## src/rtl/spiErasePkg.sv

```systemverilog
package spiErasePkg;

  localparam logic [7:0] OP_READ_STATUS = 8'h05;
  localparam logic [7:0] OP_WRITE_EN    = 8'h06;
  localparam logic [7:0] OP_SECT_ERASE  = 8'hD8;

  typedef enum logic [1:0] {
    FR_STATUS = 2'd0,
    FR_WREN   = 2'd1,
    FR_ERASE  = 2'd2
  } frameKind_t;

  // strobes from control to datapath
  typedef struct packed {
    logic       latchAddr;
    logic       start;
    frameKind_t kind;
  } dpCmd_t;

  // flags from datapath back to control
  typedef struct packed {
    logic frameDone;
    logic wip;
    logic protHit;
  } dpStat_t;

  typedef enum logic [3:0] {
    ST_IDLE,
    ST_RDSR,
    ST_CHECK,
    ST_WREN,
    ST_WREN_WAIT,
    ST_ERASE,
    ST_ERASE_WAIT,
    ST_POLL,
    ST_POLL_WAIT,
    ST_COOL,
    ST_REFUSE
  } seqState_t;

endpackage

```

## src/rtl/eraseDatapath.sv

```systemverilog
module eraseDatapath
  import spiErasePkg::*;
#(
  parameter int ADDR_W        = 24,
  parameter int MEM_ADDR_BITS = 24,
  parameter int SECTOR_BITS   = 16,
  parameter int CLK_DIV       = 4
) (
  input  logic              clk,
  input  logic              rstN,
  input  dpCmd_t            cmd,
  input  logic [ADDR_W-1:0] addrIn,
  output dpStat_t           stat,
  output logic              spiCsN,
  output logic              spiSck,
  output logic              spiMosi,
  input  logic              spiMiso
);

  localparam int HALF   = CLK_DIV / 2;
  localparam int DIV_W  = (HALF > 1) ? $clog2(HALF) : 1;
  localparam int SR_W   = ADDR_W + 8;
  localparam int BIT_W  = $clog2(SR_W + 1);

  logic [ADDR_W-1:0] addrReg;
  logic [SR_W-1:0]   shiftReg;
  logic [BIT_W-1:0]  bitsLeft;
  logic [DIV_W-1:0]  divCnt;
  logic              active;
  logic              sckReg;
  logic [4:0]        rxBits;   // last five bits received: status[4:0]
  logic              halfTick;

  function automatic logic isProtected(input logic [2:0] bpField,
                                       input logic [MEM_ADDR_BITS-1:0] a);
    int k;
    logic [MEM_ADDR_BITS-1:0] topMask;
    if (bpField == 3'd0) return 1'b0;
    k = SECTOR_BITS + int'(bpField) - 1;
    if (k >= MEM_ADDR_BITS) return 1'b1;
    topMask = {MEM_ADDR_BITS{1'b1}} << k;
    return (a & topMask) == topMask;
  endfunction

  assign halfTick = (divCnt == DIV_W'(HALF - 1));

  always_ff @(posedge clk) begin
    if (!rstN) begin
      addrReg  <= '0;
      shiftReg <= '0;
      bitsLeft <= '0;
      divCnt   <= '0;
      active   <= 1'b0;
      sckReg   <= 1'b0;
      rxBits   <= '0;
    end else begin
      if (cmd.latchAddr) addrReg <= addrIn;
      if (cmd.start) begin
        active <= 1'b1;
        sckReg <= 1'b0;
        divCnt <= '0;
        unique case (cmd.kind)
          FR_STATUS: begin
            shiftReg <= {OP_READ_STATUS, {ADDR_W{1'b0}}};
            bitsLeft <= BIT_W'(16);
          end
          FR_WREN: begin
            shiftReg <= {OP_WRITE_EN, {ADDR_W{1'b0}}};
            bitsLeft <= BIT_W'(8);
          end
          default: begin
            shiftReg <= {OP_SECT_ERASE, addrReg};
            bitsLeft <= BIT_W'(SR_W);
          end
        endcase
      end else if (active) begin
        if (halfTick) begin
          divCnt <= '0;
          if (!sckReg) begin
            sckReg <= 1'b1;
            rxBits <= {rxBits[3:0], spiMiso};
          end else begin
            sckReg   <= 1'b0;
            shiftReg <= shiftReg << 1;
            bitsLeft <= bitsLeft - 1'b1;
            if (bitsLeft == BIT_W'(1)) active <= 1'b0;
          end
        end else begin
          divCnt <= divCnt + 1'b1;
        end
      end
    end
  end

  assign spiCsN  = ~active;
  assign spiSck  = sckReg;
  assign spiMosi = active & shiftReg[SR_W-1];

  assign stat.frameDone = active && halfTick && sckReg && (bitsLeft == BIT_W'(1));
  assign stat.wip       = rxBits[0];
  assign stat.protHit   = isProtected(rxBits[4:2], addrReg[MEM_ADDR_BITS-1:0]);

endmodule

```

## src/rtl/eraseCtrl.sv

```systemverilog
module eraseCtrl
  import spiErasePkg::*;
(
  input  logic    clk,
  input  logic    rstN,
  input  logic    eraseReq,
  input  logic    wrEn,
  input  dpStat_t stat,
  output dpCmd_t  cmd,
  output logic    busy,
  output logic    illegalErase
);

  seqState_t state;
  logic      holdCnt;
  logic      request;

  assign request = eraseReq && wrEn;

  always_comb begin
    cmd = '0;
    unique case (state)
      ST_IDLE:  cmd.latchAddr = request;
      ST_RDSR:  begin cmd.start = 1'b1; cmd.kind = FR_STATUS; end
      ST_WREN:  begin cmd.start = 1'b1; cmd.kind = FR_WREN;   end
      ST_ERASE: begin cmd.start = 1'b1; cmd.kind = FR_ERASE;  end
      ST_POLL:  begin cmd.start = 1'b1; cmd.kind = FR_STATUS; end
      default:  cmd = '0;
    endcase
  end

  always_ff @(posedge clk) begin
    if (!rstN) begin
      state   <= ST_IDLE;
      holdCnt <= 1'b0;
    end else begin
      unique case (state)
        ST_IDLE:  if (request) state <= ST_RDSR;
        ST_RDSR:  state <= ST_CHECK;
        ST_CHECK: if (stat.frameDone) begin
          holdCnt <= 1'b0;
          state   <= stat.protHit ? ST_REFUSE : ST_WREN;
        end
        ST_WREN:       state <= ST_WREN_WAIT;
        ST_WREN_WAIT:  if (stat.frameDone) state <= ST_ERASE;
        ST_ERASE:      state <= ST_ERASE_WAIT;
        ST_ERASE_WAIT: if (stat.frameDone) state <= ST_POLL;
        ST_POLL:       state <= ST_POLL_WAIT;
        ST_POLL_WAIT: if (stat.frameDone) begin
          holdCnt <= 1'b0;
          state   <= stat.wip ? ST_POLL : ST_COOL;
        end
        ST_COOL, ST_REFUSE: begin
          holdCnt <= 1'b1;
          if (holdCnt) state <= ST_IDLE;
        end
        default: state <= ST_IDLE;
      endcase
    end
  end

  assign busy = (state != ST_IDLE) && (state != ST_COOL) && (state != ST_REFUSE);
  assign illegalErase = (state == ST_REFUSE);

endmodule

```

## src/rtl/spiSectorEraser.sv

```systemverilog
module spiSectorEraser
  import spiErasePkg::*;
#(
  parameter bit ADDR_4B       = 1'b0,
  parameter int CLK_DIV       = 4,
  parameter int SECTOR_BITS   = 16,
  parameter int MEM_ADDR_BITS = 24,
  localparam int ADDR_W       = ADDR_4B ? 32 : 24
) (
  input  logic              clk,
  input  logic              rstN,
  input  logic              eraseReq,
  input  logic              wrEn,
  input  logic [ADDR_W-1:0] addr,
  output logic              busy,
  output logic              illegalErase,
  output logic              spiCsN,
  output logic              spiSck,
  output logic              spiMosi,
  input  logic              spiMiso
);

  dpCmd_t  cmd;
  dpStat_t stat;

  eraseCtrl uCtrl (
    .clk          (clk),
    .rstN         (rstN),
    .eraseReq     (eraseReq),
    .wrEn         (wrEn),
    .stat         (stat),
    .cmd          (cmd),
    .busy         (busy),
    .illegalErase (illegalErase)
  );

  eraseDatapath #(
    .ADDR_W        (ADDR_W),
    .MEM_ADDR_BITS (MEM_ADDR_BITS),
    .SECTOR_BITS   (SECTOR_BITS),
    .CLK_DIV       (CLK_DIV)
  ) uDp (
    .clk     (clk),
    .rstN    (rstN),
    .cmd     (cmd),
    .addrIn  (addr),
    .stat    (stat),
    .spiCsN  (spiCsN),
    .spiSck  (spiSck),
    .spiMosi (spiMosi),
    .spiMiso (spiMiso)
  );

endmodule

```

## config.mk

```make
export PLATFORM = sky130hd
export DESIGN_NAME = spiSectorEraser
export DESIGN_NICKNAME = d
export VERILOG_FILES = /design/src/rtl/spiErasePkg.sv /design/src/rtl/eraseDatapath.sv /design/src/rtl/eraseCtrl.sv /design/src/rtl/spiSectorEraser.sv
export SDC_FILE = /design/constraint.sdc
export NUM_CORES = 1
export LEC_CHECK = 0
export BUFFER_PORTS_ARGS = -buffer_cell sky130_fd_sc_hd__clkbuf_2
export CORE_MARGIN = 4
export CORE_UTILIZATION = 55
export DETAILED_ROUTE_END_ITERATION = 10
export GPL_ROUTABILITY_DRIVEN = 0
export GPL_TIMING_DRIVEN = 0
export PLACE_DENSITY = 0.72
export SLEW_MARGIN = 20
export SYNTH_ARGS = -nofsm -noshare
export SYNTH_HDL_FRONTEND = slang
export SYNTH_HIERARCHICAL = 1
export SYNTH_SLANG_ARGS = --single-unit
export TNS_END_PERCENT = 10
```

## constraint.sdc

```tcl
create_clock -name clk -period 3.6 [get_ports clk]
set_input_delay 0.18 -clock clk [delete_from_list [all_inputs] [get_ports clk]]
set_output_delay 0.18 -clock clk [all_outputs]
set_load 0.02 [all_outputs]
```

==> impl_metrics.yaml <==
power_and_ir_drop:
  p_per_area_mw_per_mm2: 642
  vdd_drop_max_mv: 0.355
  p_sw_uw: 909
  comb_power_share: 0.300
  pwr-share-clk: 0.284
  p_leak_nw: 1.78
  p_int_mw: 1.82
  power_frac_seq: 0.415
  swShare: 0.333
clocking:
  cts_sinks: 75
  clockBufferDepth: 2
  cts-root-buf: "clkbuf_8"
  clk_pin_slew_ns: 0.08
  cts_buffers: 9
  cts_resized: 0
  htreeDepth: 3
  cts_hold_buf: 0
  post_cts_buffers: 0
  cts_tree: "done"
  insertion_delay_ns: 0.35
floorplanning:
  die_area_mm2: 0.00820
  die_h_um: 90.6
  die_w_um: 90.6
  rows: 29
  io_pins: 34
  start_util: 0.577
  core_mm2: 0.00649
global_route:
  grt_usage: 0.221
  overflow: 0
  grt_max_degree: 14
  antenna_found_initial: 0
  grt_pass1_wl_um: 14800
  grt_pass1_vias: 3219
worst_hold_path:
  min_delay_path_depth: 3
  hp-start: "addr[19]"
  holdCritPathClass: "input port to register"
  min_delay_worst_endpoint: "uDp/addrReg[19]"
final_layout:
  regArea_mm2: 0.00150
  final_layout_size_suffix_gt1_frac: 0.139
  area_growth_pct: 13.4
  most-common-layout-cells: "dfxtp_1, nand3_1, nand2_1"
  final_nets: 512
  nFillCells: 562
  diodes: 0
  instances_no_fill: 559
  multiInputGateArea_mm2: 0.00203
  final_common_cell: "dfxtp_1"
drt:
  drc_errors: 0
  vias: 3277
  drt_pre_antenna_iters: 5
  wl_um: 8760
  drt-wirelength-per-cell_um: 15.7
  ant_nets: 0
  drtIter0Drc: 192
  viasPerCell: 5.86
logic_synthesis:
  syn_avg_cell_area_um2: 8.66
  ys_types: 58
  synth-main-ff-cell: "dfxtp_1"
  ys_ff_latch: 75
  yosysSeqAreaShare: 0.400
  ys.warnings.count: 6
  syn_area_mm2: 0.00375
  synthCells: 433
  synth_nets: 468
  synth_edf_count: 0
  async_reset_ff_frac: 0
timing:
  fin_tns_setup_ns: 0
  tightest_slew_ns: 0.598
  clock.fmax_mhz: 322
  drv_slew: 0
  post-route-period-util: 0.863
  slew_headroom: 0.599
  hold_violations: 0
  fin_worst_skew_ns: 0.00958
  setup_viol: 0
  min_period_ns: 3.11
  rsz0062_at_grt: "false"
setup_path:
  crit_fanout: 10
  crit_type: "register to register"
  startpoint_type: "register"
  rrSetupSlack_ns: 0.49
  r2r-end: "uCtrl/state[3]"
  reg2reg_from: "uDp/rxBits[2]"
  worst-endpoint-required_ns: 3.87
  cp-end-kind: "register"
  cp.arrival_ns: 3.38
  reg2reg_depth: 13
run:
  max_cap_violations: 0
placement:
  hpwl_um: 6510
  io_buffers: 33
  dp.cells: 543
outcome:
  status: "finished clean"
==> flip-flops by register name (all words and copies together), names as in the netlist <==
register / count
uDp/bitsLeft: 6
uDp/divCnt: 1
uDp/rxBits: 5
uDp/addrReg: 24
uDp/active: 1
uCtrl/holdCnt: 1
uDp/spiSck: 1
uCtrl/state: 4
uDp/shiftReg: 32
==> Yosys cell counts (all sizes together), types with 12 or more instances <==
master	count	share of area
clkbuf	20	0.020
o21ai	15	0.021
mux2i	28	0.075
nand2	46	0.046
inv	17	0.017
nand3	48	0.064
nor2b	34	0.057
o211a	23	0.061
buf	12	0.020
dfxtp	75	0.40
a21oi	19	0.026
nor2	18	0.018
==> worst max path at each step <==
stage	from	to	slack (ns)
after floorplan	uDp/rxBits[2]	uCtrl/state[3]	0.90
after global placement	uDp/rxBits[2]	uCtrl/state[3]	0.62
after detailed placement	uDp/rxBits[2]	uCtrl/state[3]	0.57
after CTS	uDp/rxBits[2]	uCtrl/state[3]	0.53
after global routing	uDp/rxBits[2]	uCtrl/state[3]	0.32
final	uDp/rxBits[2]	uCtrl/state[3]	0.49
==> power groups by stage <==
stage          clock network, mW  registers, mW  logic, mW
3_3_place_gp                   0           1.14      0.791
4_1_cts                    0.793           1.13      0.818
6_report                   0.776           1.13      0.820
5_1_grt                    0.835           1.16      0.910
2_1_floorplan                  0           1.12      0.651
3_5_place_dp                   0           1.15      0.816
==> final cells by class <==
cell class	instances	share of cell area
Buffer	32	0.0356
Clock buffer	10	0.0300
Clock inverter	6	0.0265
Inverter	17	0.0150
Multi-Input combinational cell	309	0.478
Sequential cell	75	0.353
Tap cell	77	0.0227
Timing Repair Buffer	33	0.0388
==> stage by stage <==
| stage | power, mW | util | hold WS (ns) | cell area [um^2] | setup WS, ns |
|---|---|---|---|---|---|
| after floorplan | 1.77 | - | 0.329 | 3750 | 0.898 |
| after global placement | 1.94 | 0.618 | 0.436 | 4010 | 0.625 |
| after detailed placement | 1.97 | 0.618 | 0.447 | 4010 | 0.567 |
| after CTS | 2.74 | 0.655 | 0.0763 | 4250 | 0.533 |
| after global routing | 2.90 | 0.655 | 0.0996 | 4250 | 0.316 |
| final | 2.73 | 0.655 | 0.0927 | 4250 | 0.492 |
==> kinds of logic (layout without fill, tap and decap cells) <==
group / count (synthesis) / count (layout) / synth area share
XOR/XNOR: 6 / 6 / 0.0160
flip-flops: 75 / 75 / 0.400
multiplexers: 29 / 29 / 0.0777
AND/OR/NAND/NOR: 181 / 181 / 0.251
AO/OA/AOI/OAI: 87 / 87 / 0.178
adder cells (fa/ha/maj): 6 / 6 / 0.0200
buffers and inverters: 49 / 98 / 0.0574
==> metal layers <==
metal  share of wire  GRT usage  wire length, um  vias up
li1                -          -                -     1631
met1            0.45      0.280             3980     1535
met2            0.47      0.361             4150       92
met3           0.047     0.0458              410       19
met4           0.026      0.101              228        0
met5               0          0                0        -
==> worst max-delay path: stages, from the launching register on <==
cell	delay, ns
dfxtp_1	0.46
inv_1	0.13
ha_1	0.22
ha_1	0.29
buf_6	0.15
and2b_1	0.26
o21ai_2	0.10
a2111oi_4	0.37
o211ai_1	0.16
a221oi_2	0.29
nor2b_1	0.19
mux2_2	0.17
o2111ai_1	0.11
a21oi_1	0.14
Power figures use the tool's default switching activity.
